$ cat src/rtl/tsc_pkg.sv
package tsc_pkg;

  // Input angle: signed radians with PHASE_FRAC fractional bits
  localparam int PHASE_W    = 16;
  localparam int PHASE_FRAC = 12;
  // Fractional bits of the 1/(2*pi) scaling constant
  localparam int SCALE_FRAC = 20;
  // Turn fraction split into segment index and in-segment offset
  localparam int TURN_W     = 16;
  localparam int SEG_BITS   = 6;
  localparam int OFS_W      = TURN_W - SEG_BITS;
  localparam int N_SEG      = 1 << SEG_BITS;
  // Coefficients: signed, COEF_FRAC fractional bits, room for +1.0
  localparam int COEF_FRAC  = 17;
  localparam int COEF_W     = COEF_FRAC + 2;
  // Output Q1.15
  localparam int OUT_W      = 16;
  localparam int NCH        = 2;   // channel 0 sine, channel 1 cosine

  localparam real TWO_PI     = 6.283185307179586;
  localparam real HALF_TURN  = 3.141592653589793;
  localparam real INV_TWO_PI = 0.159154937;

  localparam int SCALE_K    = int'(INV_TWO_PI * (2.0 ** SCALE_FRAC));
  localparam int K_W        = $clog2(SCALE_K + 1) + 1;
  localparam int PROD_W     = PHASE_W + K_W;
  localparam int TURN_SHIFT = PHASE_FRAC + SCALE_FRAC - TURN_W;

  localparam int ACC_W      = COEF_W + OFS_W + 2;
  localparam int DROP       = COEF_FRAC - (OUT_W - 1);

  localparam logic signed [PROD_W-1:0] P_ONE = PROD_W'(1);
  localparam logic signed [ACC_W-1:0]  A_RND = ACC_W'(1 << (DROP - 1));
  localparam logic signed [ACC_W-1:0]  A_MAX = ACC_W'((1 << (OUT_W - 1)) - 1);
  localparam logic signed [ACC_W-1:0]  A_MIN = ACC_W'(-(1 << (OUT_W - 1)));

  typedef logic signed [COEF_W-1:0] coef_t;

  typedef struct packed {
    coef_t c2;
    coef_t c1;
    coef_t c0;
  } coef_set_t;

  // Angle to turn fraction: multiply by 1/(2*pi), truncate toward zero,
  // keep the low TURN_W bits (modulo one turn).
  function automatic logic [TURN_W-1:0] phase_to_turn(input logic signed [PHASE_W-1:0] ph);
    logic signed [PROD_W-1:0] prod;
    logic signed [PROD_W-1:0] quo;
    logic [TURN_SHIFT-1:0]    lost;
    prod = PROD_W'(ph) * PROD_W'(SCALE_K);
    quo  = prod >>> TURN_SHIFT;
    lost = prod[TURN_SHIFT-1:0];
    if (prod[PROD_W-1] && (lost != '0)) quo = quo + P_ONE;
    return quo[TURN_W-1:0];
  endfunction

  // Elaboration-time sine of an argument given in turns (0 .. 1.25)
  function automatic real turn_sine(input real turns);
    real a;
    real term;
    real sum;
    a = turns * TWO_PI;
    if (a > HALF_TURN) a = a - TWO_PI;
    if (a > HALF_TURN) a = a - TWO_PI;
    term = a;
    sum  = a;
    for (int k = 1; k < 14; k++) begin
      term = -term * a * a / real'((2 * k) * (2 * k + 1));
      sum  = sum + term;
    end
    return sum;
  endfunction

  function automatic coef_t to_coef(input real v);
    return coef_t'(int'(v * (2.0 ** COEF_FRAC)));
  endfunction

  // Three-point quadratic through segment start, middle and end
  function automatic coef_set_t seg_coefs(input int seg, input bit cosine);
    real base;
    real f0;
    real fm;
    real f1;
    real q2;
    real q1;
    coef_set_t cs;
    base = cosine ? 0.25 : 0.0;
    f0 = turn_sine(base + real'(seg) / real'(N_SEG));
    fm = turn_sine(base + (real'(seg) + 0.5) / real'(N_SEG));
    f1 = turn_sine(base + (real'(seg) + 1.0) / real'(N_SEG));
    q2 = 2.0 * (f1 - 2.0 * fm + f0);
    q1 = f1 - f0 - q2;
    cs.c0 = to_coef(f0);
    cs.c1 = to_coef(q1);
    cs.c2 = to_coef(q2);
    return cs;
  endfunction

  // Horner form (c2*d + c1)*d + c0 with d = ofs / 2^OFS_W, then round and clip
  function automatic logic signed [OUT_W-1:0] horner_eval(input coef_set_t cs,
                                                          input logic [OFS_W-1:0] ofs);
    logic signed [ACC_W-1:0] dd;
    logic signed [ACC_W-1:0] t;
    logic signed [ACC_W-1:0] r;
    dd = ACC_W'({1'b0, ofs});
    t  = (ACC_W'(cs.c2) * dd) >>> OFS_W;
    t  = t + ACC_W'(cs.c1);
    t  = (t * dd) >>> OFS_W;
    r  = t + ACC_W'(cs.c0) + A_RND;
    r  = r >>> DROP;
    if (r > A_MAX) r = A_MAX;
    if (r < A_MIN) r = A_MIN;
    return r[OUT_W-1:0];
  endfunction

endpackage

$ cat src/rtl/tsc_phase_scale.sv
module tsc_phase_scale
  import tsc_pkg::*;
(
  input  logic                     clk,
  input  logic                     rst_n,
  input  logic                     take,
  input  logic signed [PHASE_W-1:0] phase,
  output logic                     rdy,
  output logic                     vld,
  output logic [TURN_W-1:0]        turn
);

  logic [TURN_W-1:0] turn_d;

  assign turn_d = phase_to_turn(phase);

  always_ff @(posedge clk) begin
    if (!rst_n) begin
      rdy  <= 1'b0;
      vld  <= 1'b0;
      turn <= '0;
    end else begin
      rdy <= 1'b1;
      vld <= take;
      if (take) turn <= turn_d;
    end
  end

endmodule

$ cat src/rtl/tsc_coef_rom.sv
module tsc_coef_rom
  import tsc_pkg::*;
#(
  parameter bit COSINE = 1'b0
) (
  input  logic                clk,
  input  logic                rst_n,
  input  logic                en,
  input  logic [SEG_BITS-1:0] seg,
  output coef_set_t           q
);

  coef_set_t tab [N_SEG];

  for (genvar g = 0; g < N_SEG; g++) begin : g_seg
    localparam coef_set_t ENTRY = seg_coefs(g, COSINE);
    assign tab[g] = ENTRY;
  end

  always_ff @(posedge clk) begin
    if (!rst_n) q <= '0;
    else if (en) q <= tab[seg];
  end

endmodule

$ cat src/rtl/tsc_horner_eval.sv
module tsc_horner_eval
  import tsc_pkg::*;
(
  input  logic                    clk,
  input  logic                    rst_n,
  input  logic                    en,
  input  coef_set_t               cs,
  input  logic [OFS_W-1:0]        ofs,
  output logic signed [OUT_W-1:0] y
);

  logic signed [OUT_W-1:0] y_d;

  assign y_d = horner_eval(cs, ofs);

  always_ff @(posedge clk) begin
    if (!rst_n) y <= '0;
    else if (en) y <= y_d;
  end

endmodule

$ cat src/rtl/turn_sincos_interp.sv
module turn_sincos_interp
  import tsc_pkg::*;
(
  input  logic                      clk,
  input  logic                      rst_n,
  input  logic                      in_valid,
  output logic                      in_ready,
  input  logic signed [PHASE_W-1:0] in_phase,
  output logic                      out_valid,
  output logic signed [OUT_W-1:0]   out_sin,
  output logic signed [OUT_W-1:0]   out_cos
);

  logic                    take;
  logic                    s1_vld;
  logic                    s2_vld;
  logic [TURN_W-1:0]       s1_turn;
  logic [SEG_BITS-1:0]     s1_seg;
  logic [OFS_W-1:0]        s2_ofs;
  logic signed [OUT_W-1:0] y [NCH];

  assign take   = in_valid && in_ready;
  assign s1_seg = s1_turn[TURN_W-1 -: SEG_BITS];

  // Stage 1: scale to turns
  tsc_phase_scale u_scale (
    .clk   (clk),
    .rst_n (rst_n),
    .take  (take),
    .phase (in_phase),
    .rdy   (in_ready),
    .vld   (s1_vld),
    .turn  (s1_turn)
  );

  // Stage 2 control: carry offset beside the table read
  always_ff @(posedge clk) begin
    if (!rst_n) begin
      s2_vld <= 1'b0;
      s2_ofs <= '0;
    end else begin
      s2_vld <= s1_vld;
      if (s1_vld) s2_ofs <= s1_turn[OFS_W-1:0];
    end
  end

  // Stages 2 and 3 per channel: table read, then polynomial
  for (genvar ch = 0; ch < NCH; ch++) begin : g_ch
    coef_set_t cs;

    tsc_coef_rom #(.COSINE(ch == 1)) u_rom (
      .clk   (clk),
      .rst_n (rst_n),
      .en    (s1_vld),
      .seg   (s1_seg),
      .q     (cs)
    );

    tsc_horner_eval u_poly (
      .clk   (clk),
      .rst_n (rst_n),
      .en    (s2_vld),
      .cs    (cs),
      .ofs   (s2_ofs),
      .y     (y[ch])
    );
  end

  always_ff @(posedge clk) begin
    if (!rst_n) out_valid <= 1'b0;
    else out_valid <= s2_vld;
  end

  assign out_sin = y[0];
  assign out_cos = y[1];

endmodule

$ cat config.mk
export PLATFORM = sky130hd
export DESIGN_NAME = turn_sincos_interp
export DESIGN_NICKNAME = d
export VERILOG_FILES = /design/src/rtl/tsc_pkg.sv /design/src/rtl/tsc_phase_scale.sv /design/src/rtl/tsc_coef_rom.sv /design/src/rtl/tsc_horner_eval.sv /design/src/rtl/turn_sincos_interp.sv
export SDC_FILE = /design/constraint.sdc
export NUM_CORES = 2
export LEC_CHECK = 0
export BUFFER_PORTS_ARGS = -buffer_cell sky130_fd_sc_hd__buf_4
export CAP_MARGIN = 10
export CORE_MARGIN = 5
export CORE_UTILIZATION = 40
export DETAILED_ROUTE_END_ITERATION = 7
export HOLD_SLACK_MARGIN = 0.05
export PLACE_DENSITY_LB_ADDON = 0.1
export SYNTH_ARGS = -nofsm -noshare
export SYNTH_HDL_FRONTEND = slang
export SYNTH_SLANG_ARGS = --single-unit
$ cat constraint.sdc
create_clock -name clk -period 16.3 [get_ports clk]
set_input_delay 1.63 -clock clk [delete_from_list [all_inputs] [get_ports clk]]
set_output_delay 1.63 -clock clk [all_outputs]
set_load 0.01 [all_outputs]
==> run_results.csv <==
group,metric,value,unit
run_status,outcome,"finished, final reports clean",
yosys,syn-cell-area,42500,um^2
critical_path,path_max_fanout,33,
critical_path,critical_path.max_stage_delay,0.59,ns
worst_hold_path,min_from,"g_ch[0].u_poly.y[14]$_SDFFE_PN0P_",
job,maxCapViolCount,0,
sta,setup_slack,0.922,ns
power_and_ir_drop,irDropWorstVdd,0.000142,V
sta,tns,0,ns
global_route,grt_antenna_before_repair,6,
floorplan,core_area,105000,um^2
cells_and_area,areaGrowthSynthToFinish,6.20,%
placed_design,post-dp-hpwl,102000,um
power_and_ir_drop,p_per_area,91.4,nW/um^2
cells_and_area,drive_gt1_share,5.52,%
critical_path,critPathSlowestCell,"a2111oi_0",
placed_design,gp_congestion,0.952,
worst_hold_path,min_path_type,"flip-flop to flip-flop",
worst_hold_path,whs_endpoint,"g_ch[0].u_poly.y[14]$_SDFFE_PN0P_",
yosys,ys_seq_area_share,7.11,%
drt,dr.pass1.iters,6,
drt,via_per_inst,5.37,
power_and_ir_drop,power.leakage,0.0227,uW
yosys,synth_compound_area_share,13.2,%
critical_path,crit_required,16.67,ns
cells_and_area,post-route-util,42.8,%
global_route,grt_remaining_overflow,0,
clock_tree,htreeDepth,4,
worst_hold_path,hold_depth,2,
global_route,met3_usage,2.63,%
clock_tree,cts_buffer_depth,2,
yosys,synthXorXnorAreaFrac,3.55,%
placed_design,dpl_worst_slack,0.562,ns
clock_tree,post_cts_buffers,0,
placed_design,place_inst,6321,
global_route,use_met1,32.5,%
drt,drc,0,
drt,wire_per_inst,19.8,um
cells_and_area,nNetsFinal,6159,
sta,min_period,15.38,ns
clock_tree,clockRootBuffer,"clkbuf_16",
yosys,synth_top_family_by_area,"adder cells",
drt,drt_iter0_markers,2247,
clock_tree,cts_tree,"done",
sta,worst_slew_pin_slew,1.10,ns
cells_and_area,layout_common_cells,"inv_1 (863), fa_1 (660), ha_1 (530), nand2_1 (463), nor2_1 (309)",
yosys,synthMuxAreaShare,3.11,%
yosys,ys.flop_type,"dfxtp_1",
clock_tree,clk_latency,0.48,ns
sta,slew_viol_final,0,
sta,max_slew_margin,26.7,%
yosys,synth_fa_ha_area_share,46.7,%
yosys,synth_cells,5033,
floorplan,boundaryPins,53,
yosys,async_flop_share,0,%
sta,hold_violations,0,
floorplan,die_h,336,um
placed_design,io_buffers,52,
critical_path,r2r_cells,56,
critical_path,worstSetupEndpointType,"flip-flop",
critical_path,reg2reg_to,"g_ch[0].u_poly.y[1]$_SDFFE_PN0P_",
yosys,synth_area_per_cell,8.44,um^2
global_route,grt_busiest_layer,"met2",
critical_path,cp.arrival,15.74,ns
global_route,grt_pass1_wl,200000,um
yosys,synth-edff-count,0,
yosys,yosys.cell_types.count,88,
critical_path,critPathKind,"flip-flop to flip-flop",
yosys,ys_ff_latch,151,
cells_and_area,nFillCells,10700,
critical_path,cp_common_cell,"fa_1",
floorplan,start_util,40.3,%
global_route,grt_max_degree,113,
critical_path,r2r_start,"s2_ofs[4]$_SDFFE_PN0P_",
floorplan,die_w,336,um
critical_path,reg2reg_slack,0.92,ns
yosys,yosys_warnings,0,
clock_tree,cts-hold-fix-buffers,0,
drt,postRouteAntennaNets,0,
clock_tree,path_clk_slew,0.08,ns
drt,via_count,34100,
global_route,track_usage,22.5,%
cells_and_area,layout_commonest_cell,"inv_1",
global_route,use_met2,36.0,%
sta,period_share,94.3,%
drt,wirelength,126000,um
floorplan,num_rows,119,
yosys,syn_nets,6242,
sta,fin_skew,0.0163,ns
clock_tree,cts_buffers,17,
cells_and_area,stdcell_count,6357,
clock_tree,cts_sinks,151,
critical_path,crit_path_start_kind,"flip-flop",
sta,setup_viol,0,
global_route,first_global_vias,34300,
sta,max_clock_freq,65.0,MHz
yosys,yosys.area_share.simple,16.5,%
floorplan,die-area,113000,um^2
==> stage by stage <==
stage          total power (uW)  hold WS, ns  area, um^2
6_report                   4120        0.459       45100
5_1_grt                    4520        0.473       45100
3_3_place_gp               3680        0.436       44400
3_5_place_dp               3660        0.443       44400
2_1_floorplan              2850        0.432       42500
4_1_cts                    4130        0.460       45000
==> area by class of cell <==
cell class | count | area [um^2] | area share [%]
Timing Repair Buffer | 135 | 1050 | 2.32
Antenna cell | 3 | 7.51 | 0.0166
Sequential cell | 151 | 3050 | 6.76
Clock inverter | 15 | 208 | 0.460
Inverter | 866 | 3250 | 7.21
Multi-Input combinational cell | 3779 | 35400 | 78.4
Clock buffer | 17 | 425 | 0.943
Tap cell | 1391 | 1740 | 3.86
==> worst max path at each step <==
stage                           start                                 to  cells past startpoint
2_1_floorplan  s2_ofs[2]$_SDFFE_PN0P_  g_ch[1].u_poly.y[13]$_SDFFE_PN0P_                     61
3_3_place_gp   s2_ofs[3]$_SDFFE_PN0P_   g_ch[0].u_poly.y[1]$_SDFFE_PN0P_                     56
3_5_place_dp   s2_ofs[3]$_SDFFE_PN0P_   g_ch[0].u_poly.y[1]$_SDFFE_PN0P_                     55
4_1_cts        s2_ofs[3]$_SDFFE_PN0P_   g_ch[0].u_poly.y[1]$_SDFFE_PN0P_                     55
5_1_grt        s2_ofs[4]$_SDFFE_PN0P_   g_ch[0].u_poly.y[1]$_SDFFE_PN0P_                     54
6_report       s2_ofs[4]$_SDFFE_PN0P_   g_ch[0].u_poly.y[1]$_SDFFE_PN0P_                     56
==> synthesized netlist by cell type, types with 43 or more instances <==
master / n / area share, %
inv_1: 864 / 7.6
fa_1: 660 / 31
ha_1: 530 / 16
nand2_1: 463 / 4.1
nor2_1: 309 / 2.7
and2_1: 285 / 4.2
a21oi_1: 263 / 3.1
clkbuf_1: 200 / 1.8
o21ai_0: 200 / 2.4
dfxtp_1: 151 / 7.1
xnor2_1: 110 / 2.3
nor3_1: 93 / 1.1
nand3_1: 76 / 0.90
a211oi_1: 73 / 1.3
xor2_1: 62 / 1.3
mux2i_1: 50 / 1.2
nor2b_1: 47 / 0.69
a21o_1: 43 / 0.76
==> critical path: cells and delay by family (launching register included) <==
kind / cells / cell delay [ns]
AOI/OAI and AO/OA: 22 / 5.50
buffers and inverters: 6 / 0.68
and+or+nand+nor: 9 / 1.49
DFF: 1 / 0.50
xor gates and xnor gates: 3 / 0.47
adders and majority gates: 16 / 6.56
==> routing by layer <==
layer | vias to the layer above | share of wire, %
met5 | - | 0.010
met4 | 2 | 2.5
met2 | 788 | 46
li1 | 16200 | -
met3 | 147 | 4.8
met1 | 17000 | 47
==> kinds of logic after synthesis <==
logic type / Yosys count
multiplexers: 87
adder cells (fa/ha/maj): 1191
AND/OR/NAND/NOR: 1443
XOR/XNOR: 172
buffers and inverters: 1103
flip-flops: 151
AO/OA/AOI/OAI: 886
==> state kept, by name, indices dropped and copies added, names as in the netlist <==
name,cells
u_scale.vld,1
g_ch.u_poly.y,32
s2_ofs,10
g_ch.u_rom.q,89
out_valid,1
u_scale.rdy,1
u_scale.turn,16
s2_vld,1
==> where the power goes <==
part / leakage, uW / internal [uW] / switching, uW
Sequential: 0.00124 / 403 / 61.9
Combinational: 0.0211 / 1230 / 1990
Clock: 0.000306 / 223 / 210
Total: 0.0227 / 1860 / 2260
==> what timing repair did <==
item                       CTS  global route
gates resized for setup      0            12
hold endpoints to repair     0             0
setup endpoints to repair    0            15
Power figures use the tool's default switching activity.
